<file path="config.mk">
export PLATFORM = sky130hd
export DESIGN_NAME = vid_gain_ctrl
export DESIGN_NICKNAME = d
export VERILOG_FILES = /design/src/rtl/vgain_pkg.sv /design/src/rtl/vgain_agc.sv /design/src/rtl/vgain_mult.sv /design/src/rtl/vid_gain_ctrl.sv
export SDC_FILE = /design/constraint.sdc
export NUM_CORES = 1
export LEC_CHECK = 0
export ABC_AREA = 1
export BUFFER_PORTS_ARGS = -buffer_cell sky130_fd_sc_hd__buf_2
export CAP_MARGIN = 15
export CORE_UTILIZATION = 39
export DETAILED_ROUTE_END_ITERATION = 6
export GPL_TIMING_DRIVEN = 0
export SLEW_MARGIN = 20
export SYNTH_ARGS = -nofsm -noshare
export SYNTH_HDL_FRONTEND = slang
export SYNTH_SLANG_ARGS = --single-unit
</file>
<file path="constraint.sdc">
create_clock -name clk -period 11.6 [get_ports clk]
set_input_delay 0 -clock clk [delete_from_list [all_inputs] [get_ports clk]]
set_output_delay 0 -clock clk [all_outputs]
set_load 0.05 [all_outputs]
</file>
<file path="src/rtl/vgain_pkg.sv">
package vgain_pkg;
   typedef enum logic [1:0] {
      PM_AUTO   = 2'b00,
      PM_MANUAL = 2'b01,
      PM_FOLLOW = 2'b10
   } path_mode_t;
endpackage

</file>
<file path="src/rtl/vgain_agc.sv">
module vgain_agc
   import vgain_pkg::*;
#(
   parameter int GW     = 12,
   parameter int MW     = 9,
   parameter int GFRAC  = 10
) (
   input  logic          clk,
   input  logic          rst_n,
   input  path_mode_t    mode,
   input  logic          freeze,
   input  logic          man_wr,
   input  logic [GW-1:0] man_data,
   input  logic [GW-1:0] follow_gain,
   input  logic          meas_vld,
   input  logic [MW-1:0] meas,
   input  logic [MW-1:0] target,
   input  logic [GW-1:0] gmin,
   input  logic [GW-1:0] gmax,
   output logic [GW-1:0] gain_act
);
   localparam logic [GW-1:0] UNITY = GW'(1) << GFRAC;

   logic [GW-1:0] man_q;
   logic [GW-1:0] loop_q;
   logic [GW-1:0] loop_nxt;

   always_comb begin
      unique case (mode)
         PM_MANUAL: gain_act = man_q;
         PM_FOLLOW: gain_act = follow_gain;
         default:   gain_act = loop_q;
      endcase
   end

   always_comb begin
      loop_nxt = loop_q;
      if (mode != PM_AUTO) begin
         loop_nxt = gain_act;
      end else if (meas_vld && !freeze) begin
         if (meas < target && loop_q < gmax)
            loop_nxt = loop_q + GW'(1);
         else if (meas > target && loop_q > gmin)
            loop_nxt = loop_q - GW'(1);
      end
   end

   always_ff @(posedge clk) begin
      if (!rst_n) begin
         man_q  <= UNITY;
         loop_q <= UNITY;
      end else begin
         if (man_wr) man_q <= man_data;
         loop_q <= loop_nxt;
      end
   end
endmodule

</file>
<file path="src/rtl/vgain_mult.sv">
module vgain_mult #(
   parameter int DW    = 9,
   parameter int GW    = 12,
   parameter int GFRAC = 10,
   parameter bit ROUND = 1'b1
) (
   input  logic          clk,
   input  logic          rst_n,
   input  logic          in_vld,
   input  logic [DW-1:0] x_in,
   input  logic [GW-1:0] g_in,
   output logic          out_vld,
   output logic [DW-1:0] x_out
);
   localparam int PW = DW + GW;
   localparam int SW = PW + 1 - GFRAC;
   localparam logic [SW-1:0] XMAX = SW'((1 << DW) - 1);

   logic          s1_vld;
   logic [DW-1:0] s1_x;
   logic [GW-1:0] s1_g;
   logic [PW:0]   prod;
   logic [SW-1:0] scaled;
   logic [DW-1:0] sat;

   always_ff @(posedge clk) begin
      if (!rst_n) begin
         s1_vld <= 1'b0;
         s1_x   <= '0;
         s1_g   <= '0;
      end else begin
         s1_vld <= in_vld;
         s1_x   <= x_in;
         s1_g   <= g_in;
      end
   end

   generate
      if (ROUND) begin : g_round
         assign prod = ({1'b0, PW'(s1_x) * PW'(s1_g)}) + ((PW+1)'(1) << (GFRAC - 1));
      end else begin : g_trunc
         assign prod = {1'b0, PW'(s1_x) * PW'(s1_g)};
      end
   endgenerate

   assign scaled = prod[PW:GFRAC];
   assign sat    = (scaled > XMAX) ? XMAX[DW-1:0] : scaled[DW-1:0];

   always_ff @(posedge clk) begin
      if (!rst_n) begin
         out_vld <= 1'b0;
         x_out   <= '0;
      end else begin
         out_vld <= s1_vld;
         x_out   <= sat;
      end
   end
endmodule

</file>
<file path="src/rtl/vid_gain_ctrl.sv">
module vid_gain_ctrl
   import vgain_pkg::*;
#(
   parameter int DW    = 9,
   parameter int GW    = 12,
   parameter int GFRAC = 10,
   parameter bit ROUND = 1'b1
) (
   input  logic          clk,
   input  logic          rst_n,
   input  logic          in_vld,
   input  logic [DW-1:0] y_in,
   input  logic [DW-1:0] c_in,
   output logic          out_vld,
   output logic [DW-1:0] y_out,
   output logic [DW-1:0] c_out,
   input  logic          ctl_wr,
   input  logic          ctl_y_manual,
   input  logic [1:0]    ctl_c_sel,
   input  logic          ctl_freeze,
   input  logic          man_y_wr,
   input  logic          man_c_wr,
   input  logic [GW-1:0] man_gain,
   input  logic          y_meas_vld,
   input  logic [DW-1:0] y_meas,
   input  logic          c_meas_vld,
   input  logic [DW-1:0] c_meas,
   input  logic [DW-1:0] y_target,
   input  logic [DW-1:0] c_target,
   input  logic [GW-1:0] gain_floor,
   input  logic [GW-1:0] gain_ceil,
   output logic [GW-1:0] y_gain_rd,
   output logic [GW-1:0] c_gain_rd
);
   initial begin
      if (GFRAC < 1 || GFRAC >= GW) $error("vid_gain_ctrl: GFRAC must lie in 1..GW-1");
      if (DW < 2) $error("vid_gain_ctrl: DW too small");
   end

   path_mode_t ymode_q, cmode_q;
   logic       freeze_q;
   logic       c_out_vld;

   always_ff @(posedge clk) begin
      if (!rst_n) begin
         ymode_q  <= PM_AUTO;
         cmode_q  <= PM_AUTO;
         freeze_q <= 1'b0;
      end else if (ctl_wr) begin
         ymode_q  <= ctl_y_manual ? PM_MANUAL : PM_AUTO;
         cmode_q  <= ctl_c_sel[1] ? PM_FOLLOW : (ctl_c_sel[0] ? PM_MANUAL : PM_AUTO);
         freeze_q <= ctl_freeze;
      end
   end

   vgain_agc #(.GW(GW), .MW(DW), .GFRAC(GFRAC)) u_agc_y (
      .clk(clk), .rst_n(rst_n), .mode(ymode_q), .freeze(freeze_q),
      .man_wr(man_y_wr), .man_data(man_gain), .follow_gain('0),
      .meas_vld(y_meas_vld), .meas(y_meas), .target(y_target),
      .gmin(gain_floor), .gmax(gain_ceil), .gain_act(y_gain_rd)
   );

   vgain_agc #(.GW(GW), .MW(DW), .GFRAC(GFRAC)) u_agc_c (
      .clk(clk), .rst_n(rst_n), .mode(cmode_q), .freeze(freeze_q),
      .man_wr(man_c_wr), .man_data(man_gain), .follow_gain(y_gain_rd),
      .meas_vld(c_meas_vld), .meas(c_meas), .target(c_target),
      .gmin(gain_floor), .gmax(gain_ceil), .gain_act(c_gain_rd)
   );

   vgain_mult #(.DW(DW), .GW(GW), .GFRAC(GFRAC), .ROUND(ROUND)) u_mul_y (
      .clk(clk), .rst_n(rst_n), .in_vld(in_vld), .x_in(y_in), .g_in(y_gain_rd),
      .out_vld(out_vld), .x_out(y_out)
   );

   vgain_mult #(.DW(DW), .GW(GW), .GFRAC(GFRAC), .ROUND(ROUND)) u_mul_c (
      .clk(clk), .rst_n(rst_n), .in_vld(in_vld), .x_in(c_in), .g_in(c_gain_rd),
      .out_vld(c_out_vld), .x_out(c_out)
   );
endmodule

</file>
After elaboration in Yosys (flattened, before gate mapping)
Index checks and enable logic that the tools add are counted.
{"block": "classes", "n_addsub": 6, "multipliers": 2, "n_lt_le_gt_ge": 10, "n_eq_ne": 4, "muxes": 15, "n_reduce_logical": 15}
{"op": "$mux W12", "count": 8}
{"op": "$pmux W12 S2", "count": 2}
{"op": "$add A21 B10 Y22 const B", "count": 2}
{"op": "$mul A9 B12 Y21", "count": 2}
{"op": "$add A12 B1 Y12 const B", "count": 2}
{"op": "$gt A12 B12 Y1", "count": 2}
{"op": "$gt A12 B9 Y1 const B", "count": 2}
{"op": "$lt A12 B12 Y1", "count": 2}
{"op": "$sub A12 B1 Y12 const B", "count": 2}
{"op": "$gt A9 B9 Y1", "count": 2}
{"op": "$lt A9 B9 Y1", "count": 2}
{"op": "$mux W9", "count": 2}
{"op": "$reduce_bool A2 Y1", "count": 4}
{"op": "$logic_and A1 B1 Y1", "count": 6}
{"op": "$reduce_bool A3 Y1", "count": 2}
{"op": "$eq A2 B1 Y1 const B", "count": 2}
{"op": "$eq A2 B2 Y1 const B", "count": 2}
{"op": "$reduce_and A2 Y1", "count": 2}
{"op": "$mux W1", "count": 2}
{"op": "$mux W2", "count": 1}
{"op": "$logic_not A1 Y1", "count": 1}
{"block": "totals", "ff_bits": 115, "input_bits": 102, "output_inout_bits": 43, "word_cells": 67}

Logic depth before layout (Yosys ltp)
Gate-level depths: netlist of run 1.
{"block": "logic_depth", "depth_word": 6, "mapped_depth": 25, "ltp_nobuf": 24}

By module
From an unflattened synthesis of run 1, not the netlist that was laid out.
{"block": "unflattened", "hier_cells": 2073, "hier_area_um2": 14929.3}
{"mod": "vgain_mult (u_mul_c)", "instances": 1, "cells_each": 596, "area_per_inst_um2": 4630.7, "seq_area_each_um2": 640.6}
{"mod": "vgain_mult (u_mul_y)", "instances": 1, "cells_each": 595, "area_per_inst_um2": 4613.2, "seq_area_each_um2": 640.6}
{"mod": "vgain_agc (u_agc_c)", "instances": 1, "cells_each": 432, "area_per_inst_um2": 2785.2, "seq_area_each_um2": 480.5}
{"mod": "vgain_agc (u_agc_y)", "instances": 1, "cells_each": 430, "area_per_inst_um2": 2753.9, "seq_area_each_um2": 480.5}
{"mod": "vid_gain_ctrl", "instances": 1, "cells_each": 20, "area_per_inst_um2": 146.4, "seq_area_each_um2": 80.1}

Least setup slack after synthesis of run 1
Ideal clock, no wire load.
{"block": "synth_timing", "kind": "flip-flop to flip-flop", "from": "register u_mul_c.s1_x[1]", "to": "register u_mul_c.x_out[8]", "setup_time_ns": 0.143, "arrival_ns": 4.516, "required_ns": 11.457, "slack_ns": 6.940, "path_stages_with_launch": 21, "n_path_buf": 1, "period_less_slack_ns": 4.660, "cell_sequence": "dfxtp_1 > clkbuf_1 > nand2_1 > fa_1 > inv_1 > fa_1 > fa_1 > fa_1 > fa_1 > ha_1 > a21oi_1 > o21a_1 > nand2_4 > nand2_2 > nand2_2 > nand2_2 > nand2_1 > nand2_1 > nand2_4 > nor2_8 > a21oi_2"}
{"block": "synth_between", "elab_chain_len": 4}
{"element": "start: declaration", "line_no": "vgain_mult.sv:20", "source": "logic [DW-1:0] s1_x;"}
{"element": "start signal: assignment", "line_no": "vgain_mult.sv:33", "source": "s1_x <= x_in;"}
{"element": "$mul A9 B12 Y21 (*)", "line_no": "vgain_mult.sv:40", "source": "assign prod = ({1'b0, PW'(s1_x) * PW'(s1_g)}) + ((PW+1)'(1) << (GFRAC - 1));"}
{"element": "$add A21 B10 Y22 (*)", "line_no": "vgain_mult.sv:40"}
{"element": "$gt A12 B9 Y1", "line_no": "vgain_mult.sv:47", "source": "assign sat = (scaled > XMAX) ? XMAX[DW-1:0] : scaled[DW-1:0];"}
{"element": "$mux W9 (*)", "line_no": "vgain_mult.sv:47"}
{"element": "end signal: assignment", "line_no": "vgain_mult.sv:55", "source": "x_out <= sat;"}
{"element": "end: declaration", "line_no": "vgain_mult.sv:13", "source": "output logic [DW-1:0] x_out"}
Mark *: on every way between the ends. The rest lies on a longest branch, timed or not.
A chain may end at the register's enable or synchronous reset.

Worst setup path after layout of run 1
{"block": "layout_timing", "from": "register u_mul_y.s1_x[5]", "to": "register u_mul_y.x_out[5]"}
{"block": "layout_between", "elab_chain_len": 4}
{"element": "start: declaration", "line_no": "vgain_mult.sv:20"}
{"element": "start signal: assignment", "line_no": "vgain_mult.sv:33"}
{"element": "$mul A9 B12 Y21 (*)", "line_no": "vgain_mult.sv:40"}
{"element": "$add A21 B10 Y22 (*)", "line_no": "vgain_mult.sv:40"}
{"element": "$gt A12 B9 Y1", "line_no": "vgain_mult.sv:47"}
{"element": "$mux W9 (*)", "line_no": "vgain_mult.sv:47"}
{"element": "end signal: assignment", "line_no": "vgain_mult.sv:55"}
{"element": "end: declaration", "line_no": "vgain_mult.sv:13"}
Marks and branches as above.

==> flow_summary.rst, run 1 <==
.. list-table::
   :header-rows: 1

   * - Metric
     - Value
   * - TritonCTS clock tree
     - built
   * - R2R setup slack
     - 6.28 ns
   * - Final net count
     - 2557
   * - Worst clock skew
     - 0.0108 ns
   * - Total number of vias
     - 12500
   * - Clk pin slew, worst setup/hold paths
     - 0.06 ns
   * - Sequential share of the synthesized area
     - 0.161
   * - Remaining global-route overflow
     - 0
   * - Total wire length after detailed routing
     - 38100 um
   * - Number of global-route vias before repair
     - 12500
   * - Power per unit of standard cell area
     - 116 nW/um^2
   * - Launch instance of the worst min-delay path
     - ctl_wr
   * - Top cell by count, worst path
     - sky130_fd_sc_hd__fa_1
   * - Flip-flop and latch count after synthesis
     - 114
   * - Ratio of cells with drive above 1 in the final layout
     - 0.133
   * - Net count after synthesis
     - 2353
   * - Number of placed cells counting well taps
     - 2516
   * - Endpoints failing setup
     - 0
   * - Count of standard-cell rows
     - 69
   * - Hold Crit Endpoint
     - cmode_q[1]
   * - Critical Setup Path Class
     - flip-flop to flip-flop
   * - Chip width
     - 193 um
   * - Sw power
     - 820 uW
   * - Number of buffer and inverter instances along the worst setup path
     - 4
   * - Clock tree root buffer cell
     - sky130_fd_sc_hd__clkbuf_16
   * - Fmax achieved
     - 0.188 GHz
   * - Share of async-settable or async-resettable flops after synthesis
     - 0
   * - Post-route core utilization
     - 0.462
   * - Worst min path class
     - input port to flip-flop
   * - Ordered list of cells on the worst path
     - clkbuf_1 -> nand2_1 -> fa_1 -> fa_1 -> inv_1 -> fa_1 -> inv_1 -> fa_1 -> inv_1 -> ha_1 -> ha_1 -> a21oi_1 -> nor2_1 -> nor2_1 -> o21ai_1 -> a21oi_1 -> nand2_1 -> nand2_2 -> nand3_4 -> nor2_8 -> a21oi_2
   * - R2R depth
     - 21
   * - CTS max path bufs
     - 2
   * - ANT nets after route
     - 0
   * - Main flop type after synthesis
     - sky130_fd_sc_hd__dfxtp_1
   * - Initial antenna violation count
     - 0
   * - Die height
     - 193 um
   * - Clock Sink Count
     - 114
   * - Status
     - finished with violations
   * - Count of flip-flops with a built-in enable after synthesis
     - 0
   * - Internal portion of total power
     - 1090 uW
   * - Final HPWL from detailed placement
     - 31500 um
   * - Violations in the final reports
     - DRC
   * - Slowest stage delay, CP
     - 0.57 ns
   * - Number of buffers added by the clock tree synthesis step
     - 17
   * - Total routing resource utilization after global routing
     - 0.218
   * - Non-filler cells in the finished layout
     - 2589
   * - Count of different cell masters after synthesis
     - 49
   * - Wire length of the first global-routing pass
     - 62700 um
   * - Category of cells accounting for the largest share of critical-path delay
     - adder cells
   * - Starting density of the core
     - 0.397
   * - Final weighted congestion in routability-driven placement
     - 0.887
   * - Iteration-0 DRC Markers
     - 714
   * - Final critical-path share of the clock period
     - 0.459
   * - Proportion of total power due to net switching
     - 0.429
   * - Area added between synthesis and finish
     - 16.2%
   * - Aggregate negative setup slack
     - 0 ns
   * - Hold path depth
     - 3
   * - RSZ-0062 raised after global routing
     - false
   * - Hold violation count in the final report
     - 0
   * - Number of slew-limit violations in the final report
     - 0
   * - Per-cell routed wire length
     - 14.7 um
   * - Cell count after synthesis
     - 1912
   * - CTS H-tree depth
     - 4
   * - Drt via density
     - 4.84
   * - Total Die Area
     - 37200 um^2
   * - Critical path capture point type
     - flip-flop
   * - Count of unresolved DRC violations after routing
     - 8
   * - Detailed Routing Iterations Pass 1
     - 7
   * - Portion of total power attributed to combinational logic
     - 0.466
   * - Required time of the critical path
     - 11.88 ns
   * - Peak supply drop
     - 0.101 mV
   * - I/O pin count
     - 145
   * - Port-buffer cells
     - 143
   * - Worst Path Max Fanout
     - 10
   * - Tightest slew margin relative to the limit
     - 0.365
   * - Placeable core region
     - 35700 um^2
   * - Cell Area, Synth
     - 14200 um^2
   * - Shortest period the worst path allows
     - 5.32 ns
   * - Part of the total power dissipated in the clock network
     - 0.280
   * - Tightest Pin Transition
     - 0.952 ns
   * - Reg power frac
     - 0.254
   * - Clock latency of the later-clocked register in the worst-skew pair
     - 0.44 ns
   * - Worst r2r dst
     - u_mul_y.x_out[5]
   * - Ant diodes
     - 0
   * - Beginning of the worst register-to-register path
     - u_mul_y.s1_x[5]
   * - Kind of start point of the critical path
     - flip-flop
   * - Lkg Pwr
     - 0.00967 uW
   * - Post-Synthesis Mean Instance Area
     - 7.43 um^2
   * - Critical path's slowest cell
     - sky130_fd_sc_hd__fa_1
   * - Pin count of the biggest net entering global routing
     - 17
   * - Max capacitance violation total
     - 0
   * - Yosys warnings
     - 0
   * - Post-cts gate resize count
     - 0
   * - Worst EP arrival
     - 5.60 ns
## through the flow
stage | setup WS [ns] | hold WS, ns | power, uW | cell area (um^2)
4_1_cts | 6.29 | 0.00156 | 1920 | 16500
6_report | 6.28 | 0.00687 | 1910 | 16500
3_5_place_dp | 6.31 | 0.184 | 1370 | 15500
3_3_place_gp | 6.35 | 0.180 | 1350 | 15500
5_1_grt | 5.92 | 0.0192 | 2050 | 16500
2_1_floorplan | 6.94 | 0.0976 | 1130 | 14200
## cells by family (layout without fill, tap and decap cells)
logic type      count (synthesis)  count (layout)  synth area share
buf+inv                       471             687             0.129
flops                         114             114             0.161
xor+xnor                       29              29            0.0179
compound gates                265             265             0.107
fa+ha+maj                     339             339             0.375
simple gates                  694             694             0.211
## registers in the layout, summed over array words and instances, names as in the netlist
| register | flops |
|---|---|
| u_agc_c.loop_q | 12 |
| u_agc_c.man_q | 12 |
| u_agc_y.loop_q | 12 |
| u_agc_y.man_q | 12 |
| u_mul_c.s1_g | 12 |
| u_mul_y.s1_g | 12 |
| u_mul_c.s1_x | 9 |
| u_mul_c.x_out | 9 |
| u_mul_y.s1_x | 9 |
| u_mul_y.x_out | 9 |
| cmode_q | 2 |
| freeze_q | 1 |
| u_mul_y.out_vld | 1 |
| u_mul_y.s1_vld | 1 |
| ymode_q | 1 |
## power by group through the flow
stage | Clock (uW) | Combinational, uW | Sequential [uW]
final | 535 | 891 | 485
after global routing | 559 | 1000 | 491
after CTS | 543 | 893 | 485
after detailed placement | 0 | 874 | 493
after global placement | 0 | 860 | 493
after floorplan | 0 | 619 | 516
## per-layer routing
metal | wire [um] | share of wire | up-vias | GRT usage
met5 | 0 | 0 | - | 0
met4 | 960 | 0.025 | 0 | 0.0700
met3 | 1920 | 0.050 | 57 | 0.0322
met2 | 17600 | 0.46 | 311 | 0.361
met1 | 17600 | 0.46 | 5870 | 0.289
li1 | - | - | 6294 | -
## worst min-delay path: stages
cell and delay [ns]:
sky130_fd_sc_hd__buf_2 0.09, sky130_fd_sc_hd__inv_1 0.14, sky130_fd_sc_hd__a21oi_1 0.16
## Yosys cell counts, types with 2 or more instances
cell type / n / area (um^2)
sky130_fd_sc_hd__buf_2: 3 / 15.0
sky130_fd_sc_hd__ha_1: 195 / 2440
sky130_fd_sc_hd__nor4_1: 3 / 18.8
sky130_fd_sc_hd__nand3_1: 36 / 180
sky130_fd_sc_hd__nand3b_1: 4 / 30.0
sky130_fd_sc_hd__xnor2_1: 14 / 123
sky130_fd_sc_hd__nand2_1: 445 / 1670
sky130_fd_sc_hd__buf_1: 3 / 11.3
sky130_fd_sc_hd__inv_2: 20 / 75.1
sky130_fd_sc_hd__buf_4: 3 / 22.5
sky130_fd_sc_hd__o21a_1: 18 / 135
sky130_fd_sc_hd__inv_1: 382 / 1430
sky130_fd_sc_hd__nand2_4: 8 / 90.1
sky130_fd_sc_hd__nand2_2: 21 / 131
sky130_fd_sc_hd__nor2_1: 129 / 484
sky130_fd_sc_hd__o21ai_0: 61 / 305
sky130_fd_sc_hd__a21oi_2: 23 / 201
sky130_fd_sc_hd__clkbuf_1: 53 / 199
sky130_fd_sc_hd__or2_2: 4 / 25.0
sky130_fd_sc_hd__xor2_1: 15 / 131
sky130_fd_sc_hd__buf_6: 6 / 67.6
sky130_fd_sc_hd__nand3_4: 2 / 35.0
sky130_fd_sc_hd__nor2_2: 3 / 18.8
sky130_fd_sc_hd__o21bai_1: 3 / 22.5
sky130_fd_sc_hd__fa_1: 144 / 2880
sky130_fd_sc_hd__nand4_1: 9 / 56.3
sky130_fd_sc_hd__a21o_1: 5 / 37.5
sky130_fd_sc_hd__nand3_2: 9 / 90.1
sky130_fd_sc_hd__a21oi_1: 114 / 571
sky130_fd_sc_hd__nor2_8: 2 / 40.0
sky130_fd_sc_hd__o21ai_1: 29 / 145
sky130_fd_sc_hd__dfxtp_1: 114 / 2280
sky130_fd_sc_hd__nor3_1: 12 / 60.1
sky130_fd_sc_hd__a31oi_1: 3 / 18.8
sky130_fd_sc_hd__nor2_4: 3 / 33.8
## worst max-delay path by stage
stage / from / end / slack, ns / depth (start not counted)
6_report: u_mul_y.s1_x[5] / u_mul_y.x_out[5] / 6.28 / 21
5_1_grt: u_mul_y.s1_x[5] / u_mul_y.x_out[0] / 5.92 / 21
4_1_cts: u_mul_c.s1_x[3] / u_mul_c.x_out[0] / 6.29 / 21
3_5_place_dp: u_mul_c.s1_x[3] / u_mul_c.x_out[0] / 6.31 / 21
3_3_place_gp: u_mul_y.s1_x[4] / u_mul_y.x_out[7] / 6.35 / 21
2_1_floorplan: u_mul_c.s1_x[1] / u_mul_c.x_out[8] / 6.94 / 20
## cell usage in the layout (no fill, tap or decap), types with 15 or more instances in the layout
master and instances:
sky130_fd_sc_hd__xor2_1 15, sky130_fd_sc_hd__inv_2 20, sky130_fd_sc_hd__clkbuf_16 17, sky130_fd_sc_hd__a21oi_2 23, sky130_fd_sc_hd__a21oi_1 114, sky130_fd_sc_hd__o21ai_1 29
sky130_fd_sc_hd__ha_1 195, sky130_fd_sc_hd__buf_2 146, sky130_fd_sc_hd__nand2_1 445, sky130_fd_sc_hd__o21a_1 18, sky130_fd_sc_hd__nand3_1 36, sky130_fd_sc_hd__fa_1 144
sky130_fd_sc_hd__clkbuf_1 55, sky130_fd_sc_hd__o21ai_0 61, sky130_fd_sc_hd__inv_1 382, sky130_fd_sc_hd__nand2_2 21, sky130_fd_sc_hd__dfxtp_1 114, sky130_fd_sc_hd__dlygate4sd3_1 42
sky130_fd_sc_hd__nor2_1 129
## what timing repair did
action,4_1_cts,5_1_grt
hold endpoints to repair,47,0
buffers inserted,0,0
hold buffers,42,0
## area by class of cell
class	instances	area, um^2
clock inverters	8	103
plain buffers	68	315
flip-flops and latches	114	2280
inverters	403	1510
multi-input cells	1327	10100
fillers	3699	19200
clock buffers	23	488
repair buffers	185	1140
well taps	461	577
Note: power is estimated with default switching activity, not from simulation.
==> run 2: changes to the inputs <==
==> constraint.sdc (replaced) <==
create_clock -name clk -period 4.5 [get_ports clk]
set_input_delay 0 -clock clk [delete_from_list [all_inputs] [get_ports clk]]
set_output_delay 0 -clock clk [all_outputs]
set_load 0.05 [all_outputs]
==> flow_summary.rst, run 2 (synthesis gave the netlist of run 1 again) <==
.. list-table::
   :header-rows: 1

   * - Metric
     - Value
   * - Number of global-route vias before repair
     - 13100
   * - Hold violation count in the final report
     - 0
   * - Ant diodes
     - 0
   * - Ordered list of cells on the worst path
     - clkbuf_8 -> nand2_4 -> fa_1 -> inv_1 -> fa_1 -> fa_1 -> fa_1 -> fa_2 -> ha_4 -> nand2_2 -> o21a_1 -> nand2_4 -> nand2_2 -> nand2_2 -> nand2_2 -> nand2_2 -> nand2_2 -> nand2_4 -> nor2_4 -> a21oi_2
   * - Top cell by count, worst path
     - sky130_fd_sc_hd__nand2_2
   * - Worst clock skew
     - 0.0118 ns
   * - Clock Sink Count
     - 114
   * - Required time of the critical path
     - 4.78 ns
   * - Total routing resource utilization after global routing
     - 0.225
   * - Commonest non-fill, non-tap cell in the layout
     - sky130_fd_sc_hd__nand2_1
   * - Clk pin slew, worst setup/hold paths
     - 0.05 ns
   * - Worst Path Max Fanout
     - 9
   * - Count of standard-cell rows
     - 69
   * - Peak supply drop
     - 0.291 mV
   * - Critical path's slowest cell
     - sky130_fd_sc_hd__fa_2
   * - Wire length of the first global-routing pass
     - 65100 um
   * - Critical path capture point type
     - flip-flop
   * - Final weighted congestion in routability-driven placement
     - 0.941
   * - Violations in the final reports
     - DRC, setup timing
   * - Area added between synthesis and finish
     - 25.3%
   * - Worst min path class
     - input port to flip-flop
   * - R2R depth
     - 20
   * - TritonCTS clock tree
     - built
   * - Remaining global-route overflow
     - 0
   * - Max capacitance violation total
     - 0
   * - Slowest stage delay, CP
     - 0.56 ns
   * - Final HPWL from detailed placement
     - 31200 um
   * - Critical Setup Path Class
     - flip-flop to flip-flop
   * - Commonest cells after routing, fill and taps aside
     - 422 x sky130_fd_sc_hd__nand2_1, 371 x sky130_fd_sc_hd__inv_1, 164 x sky130_fd_sc_hd__ha_1
   * - Clock tree root buffer cell
     - sky130_fd_sc_hd__clkbuf_16
   * - Starting density of the core
     - 0.397
   * - Total wire length after detailed routing
     - 39800 um
   * - Power Total
     - 5200 uW
   * - Placeable core region
     - 35700 um^2
   * - Fmax achieved
     - 0.219 GHz
   * - Total Die Area
     - 37200 um^2
   * - Pin count of the biggest net entering global routing
     - 17
   * - Worst EP arrival
     - 4.85 ns
   * - Kind of start point of the critical path
     - flip-flop
   * - Category of cells accounting for the largest share of critical-path delay
     - adder cells
   * - Ratio of cells with drive above 1 in the final layout
     - 0.226
   * - Final critical-path share of the clock period
     - 1.01
   * - Number of buffers added by the clock tree synthesis step
     - 17
   * - Fill cell instance count of the final layout
     - 3480
   * - Count of unresolved DRC violations after routing
     - 10
   * - CTS H-tree depth
     - 4
   * - Post-route cell area
     - 17800 um^2
   * - Per-cell routed wire length
     - 15.1 um
   * - Iteration-0 DRC Markers
     - 771
   * - I/O pin count
     - 145
   * - Crit. path cell count
     - 20
   * - RSZ-0062 raised after global routing
     - true
   * - Pre-CTS setup slack
     - -0.598 ns
   * - Tightest Pin Transition
     - 0.965 ns
   * - Initial antenna violation count
     - 0
   * - Detailed Routing Iterations Pass 1
     - 7
   * - Drt via density
     - 4.89
   * - Hold path depth
     - 3
   * - Total number of vias
     - 12900
   * - Chip width
     - 193 um
   * - Placed instance area
     - 15600 um^2
   * - ANT nets after route
     - 0
   * - Port-buffer cells
     - 143
   * - CTS max path bufs
     - 2
   * - Final net count
     - 2597
   * - Clock latency of the later-clocked register in the worst-skew pair
     - 0.43 ns
   * - Number of slew-limit violations in the final report
     - 0
   * - Die height
     - 193 um
   * - Status
     - finished with violations
   * - Shortest period the worst path allows
     - 4.57 ns
   * - Number of buffer and inverter instances along the worst setup path
     - 2
   * - Endpoints failing setup
     - 18
   * - Lkg Pwr
     - 0.0100 uW
   * - Power per unit of standard cell area
     - 292 nW/um^2
   * - Post-layout worst setup margin
     - -0.0658 ns
   * - Tightest slew margin relative to the limit
     - 0.357
==> run 2: cell count changes in the layout (fill, tap and decap cells not counted), sizes merged, moves of 2 or more <==
cell / before / now
nor2: 137 / 139
dlygate4sd3: 42 / 44
buf: 158 / 219
clkbuf: 76 / 50
==> run 2: area by class of cell <==
type                       count  area [um^2]  share of cell area
multi-input combinational   1329        10700               0.603
sequential                   114         2350               0.132
timing repair buffer         243         1590              0.0893
inverter                     403         1510              0.0850
tap                          461          577              0.0324
clock buffer                  22          464              0.0261
buffer                        48          443              0.0249
clock inverter                 9          131             0.00738
==> run 2: path summary, 6_finish.rpt <==
kind | from | to | slack [ns]
min reg2reg | u_agc_y.man_q[10] | u_agc_y.man_q[10] | 0.49
min | rst_n | u_agc_y.loop_q[2] | 0.05
max reg2reg | u_mul_c.s1_g[8] | u_mul_c.x_out[0] | -0.07
max | u_mul_c.s1_g[8] | u_mul_c.x_out[0] | -0.07
==> run 2: tightest hold or removal path: cells and delay by family <==
kind,cells,cell delay (ns)
compound gates,1,0.07
buf+inv,1,0.18
simple gates,1,0.16
==> run 2: metrics by stage <==
stage | cells | hold slack, ns | util | TNS [ns]
finish | 2629 | 0.0464 | 0.498 | -0.828
global route | 2629 | 0.0482 | 0.498 | -4.13
CTS | 2619 | 0.0279 | 0.487 | -1.85
detailed placement | 2516 | 0.188 | 0.436 | -9.60
global placement | 2516 | 0.182 | 0.436 | -9.27
floorplan | 1912 | 0.0976 | - | 0
==> run 2: power breakdown <==
part | switching [uW] | internal (uW)
Combinational | 1520 | 972
Sequential | 177 | 1140
Clock | 502 | 895
==> run 2: repair_timing <==
| item | CTS | global route |
|---|---|---|
| gates resized for setup | 125 | 80 |
| endpoints found under the setup margin | 18 | 18 |
| pin swaps | 56 | 63 |
| setup buffers | 44 | 11 |
| hold buffers | 44 | 0 |
| hold endpoints to repair | 47 | 0 |
| gates cloned | 3 | 0 |
==> run 2: layer usage <==
metal	GRT usage	vias to the layer above	routed length [um]
li1	-	6386	-
met3	0.0338	59	2130
met5	0	-	0
met2	0.377	361	18800
met1	0.293	6058	17900
met4	0.0748	0	1010
==> run 3: changes to the inputs <==
--- a/config.mk
+++ b/config.mk
@@ -8,9 +8,11 @@
 export ABC_AREA = 1
 export BUFFER_PORTS_ARGS = -buffer_cell sky130_fd_sc_hd__buf_2
 export CAP_MARGIN = 15
+export CORE_MARGIN = 2
 export CORE_UTILIZATION = 39
 export DETAILED_ROUTE_END_ITERATION = 6
 export GPL_TIMING_DRIVEN = 0
+export SETUP_SLACK_MARGIN = 0.3
 export SLEW_MARGIN = 20
 export SYNTH_ARGS = -nofsm -noshare
 export SYNTH_HDL_FRONTEND = slang
==> constraint.sdc (replaced) <==
create_clock -name clk -period 5.44 [get_ports clk]
set_input_delay 0 -clock clk [delete_from_list [all_inputs] [get_ports clk]]
set_output_delay 0 -clock clk [all_outputs]
set_load 0.05 [all_outputs]
==> flow_summary.rst, run 3 (synthesis gave the netlist of run 1 again) <==
.. list-table::
   :header-rows: 1

   * - Metric
     - Value
   * - Initial antenna violation count
     - 1
   * - Post-layout worst setup margin
     - 0.556 ns
   * - Iteration-0 DRC Markers
     - 681
   * - ANT nets after route
     - 0
   * - R2R setup slack
     - 0.56 ns
   * - Chip width
     - 195 um
   * - R2R depth
     - 20
   * - Required time of the critical path
     - 5.71 ns
   * - Final critical-path share of the clock period
     - 0.898
   * - I/O pin count
     - 145
   * - Shortest period the worst path allows
     - 4.88 ns
   * - Final weighted congestion in routability-driven placement
     - 0.923
   * - Power Total
     - 4130 uW
   * - Post-route core utilization
     - 0.467
   * - Number of buffers added by the clock tree synthesis step
     - 17
   * - Starting density of the core
     - 0.397
   * - Met3 global-route usage
     - 0.0278
   * - Worst min path class
     - input port to flip-flop
   * - Critical Setup Path Class
     - flip-flop to flip-flop
   * - Status
     - finished clean
   * - Number of placed cells counting well taps
     - 2516
   * - Power per unit of standard cell area
     - 247 nW/um^2
   * - Remaining global-route overflow
     - 0
   * - Non-filler cells in the finished layout
     - 2592
   * - Ant diodes
     - 0
   * - Met2 Use GR
     - 0.359
   * - Hold violation count in the final report
     - 0
   * - Max capacitance violation total
     - 0
   * - Worst r2r dst
     - u_mul_c.x_out[0]
   * - Clock latency of the later-clocked register in the worst-skew pair
     - 0.43 ns
   * - Hold path depth
     - 4
   * - Detailed Routing Iterations Pass 1
     - 7
   * - TritonCTS clock tree
     - built
   * - Placeable core region
     - 35700 um^2
   * - Peak supply drop
     - 0.167 mV
   * - Pin count of the biggest net entering global routing
     - 17
   * - Total Die Area
     - 38000 um^2
   * - Clock Sink Count
     - 114
   * - Global Route met1 Usage
     - 0.276
   * - Wire length of the first global-routing pass
     - 64000 um
   * - Number of slew-limit violations in the final report
     - 0
   * - Number of global-route vias before repair
     - 13100
   * - Worst Path Max Fanout
     - 10
   * - Ratio of cells with drive above 1 in the final layout
     - 0.158
   * - Worst EP arrival
     - 5.15 ns
   * - Kind of start point of the critical path
     - flip-flop
   * - Total wire length after detailed routing
     - 38000 um
   * - Area added between synthesis and finish
     - 17.4%
   * - Fmax achieved
     - 0.205 GHz
   * - Hold Crit Endpoint
     - u_agc_y.man_q[0]
   * - Critical path capture point type
     - flip-flop
   * - Per-cell routed wire length
     - 14.7 um
   * - Pre-CTS setup slack
     - 0.172 ns
   * - Count of unresolved DRC violations after routing
     - 0
   * - RSZ-0062 raised after global routing
     - true
   * - Launch instance of the worst min-delay path
     - man_y_wr
   * - Drt via density
     - 4.87
   * - Endpoints failing setup
     - 0
   * - CTS max path bufs
     - 2
   * - Beginning of the worst register-to-register path
     - u_mul_c.s1_x[5]
   * - Global-route layer with the greatest usage
     - met2
   * - Aggregate negative setup slack
     - 0 ns
   * - Total number of vias
     - 12600
   * - Die height
     - 195 um
   * - CTS H-tree depth
     - 4
   * - Commonest non-fill, non-tap cell in the layout
     - sky130_fd_sc_hd__nand2_1
   * - Worst clock skew
     - 0.0172 ns
   * - Port-buffer cells
     - 143
   * - Tightest Pin Transition
     - 0.933 ns
   * - Total routing resource utilization after global routing
     - 0.211
   * - Commonest cells after routing, fill and taps aside
     - 444 x sky130_fd_sc_hd__nand2_1, 382 x sky130_fd_sc_hd__inv_1, 193 x sky130_fd_sc_hd__ha_1
   * - Clk pin slew, worst setup/hold paths
     - 0.06 ns
   * - Tightest slew margin relative to the limit
     - 0.378
   * - Final HPWL from detailed placement
     - 31200 um
   * - Final net count
     - 2559
   * - Clock tree root buffer cell
     - sky130_fd_sc_hd__clkbuf_16
   * - Lkg Pwr
     - 0.00983 uW
   * - Fill cell instance count of the final layout
     - 3626
   * - Count of standard-cell rows
     - 69
## run 3: worst max-delay path, stage by stage, from the launching register on
cell and delay (ns):
sky130_fd_sc_hd__dfxtp_1 0.41, sky130_fd_sc_hd__buf_2 0.29, sky130_fd_sc_hd__nand2_1 0.09, sky130_fd_sc_hd__inv_1 0.08, sky130_fd_sc_hd__fa_1 0.44, sky130_fd_sc_hd__fa_1 0.56
sky130_fd_sc_hd__fa_1 0.43, sky130_fd_sc_hd__fa_1 0.49, sky130_fd_sc_hd__fa_1 0.39, sky130_fd_sc_hd__ha_1 0.37, sky130_fd_sc_hd__a21oi_1 0.17, sky130_fd_sc_hd__o21a_1 0.18
sky130_fd_sc_hd__nand2_4 0.08, sky130_fd_sc_hd__nand2_2 0.06, sky130_fd_sc_hd__nand2_2 0.07, sky130_fd_sc_hd__nand2_2 0.10, sky130_fd_sc_hd__nand2_1 0.05, sky130_fd_sc_hd__nand2_1 0.10
sky130_fd_sc_hd__nand2_4 0.07, sky130_fd_sc_hd__nor2_8 0.21, sky130_fd_sc_hd__a21oi_2 0.08
## run 3: per-stage QoR
| step | hold WS [ns] | area [um^2] |
|---|---|---|
| 2_1_floorplan | 0.0976 | 14200 |
| 6_report | 0.0287 | 16700 |
| 3_5_place_dp | 0.189 | 15500 |
| 5_1_grt | 0.0470 | 16700 |
| 3_3_place_gp | 0.180 | 15500 |
| 4_1_cts | 0.00602 | 16600 |
## run 3: final cells by class
cell class	count	area (um^2)	area share
inverter	403	1510	0.0907
buffer	68	405	0.0243
clock buffer	19	443	0.0266
timing repair buffer	186	1150	0.0687
clock inverter	13	160	0.00960
tap	461	577	0.0346
multi-input combinational	1328	10200	0.609
sequential	114	2290	0.137
## run 3: worst max-delay path by stage
stage,start,to,cells after the start
floorplan,u_mul_c.s1_x[1],u_mul_c.x_out[8],20
global placement,u_mul_c.s1_x[3],u_mul_c.x_out[2],21
detailed placement,u_mul_y.s1_x[7],u_mul_y.x_out[7],20
CTS,u_mul_c.s1_x[5],u_mul_c.x_out[8],21
global route,u_mul_y.s1_g[6],u_mul_y.x_out[4],23
finish,u_mul_c.s1_x[5],u_mul_c.x_out[0],20
## run 3: repair_timing
item / CTS / global route
gates resized for setup: 17 / 100
hold buffers: 43 / 0
pin swaps: 1 / 3
gates cloned: 1 / 0
setup buffers: 0 / 0
endpoints found under the hold margin: 47 / 0
endpoints found under the setup margin: 18 / 18
## run 3: where the power goes
group	total (uW)	switching, uW	internal (uW)
sequential	1040	102	937
clock	1180	447	732
combinational	1910	1230	682
total	4130	1780	2350
## run 3: metal layers
metal	vias to the layer above	share of wire
met3	58	0.048
met1	5956	0.46
met4	2	0.029
li1	6306	-
met5	-	0.00029
met2	302	0.46
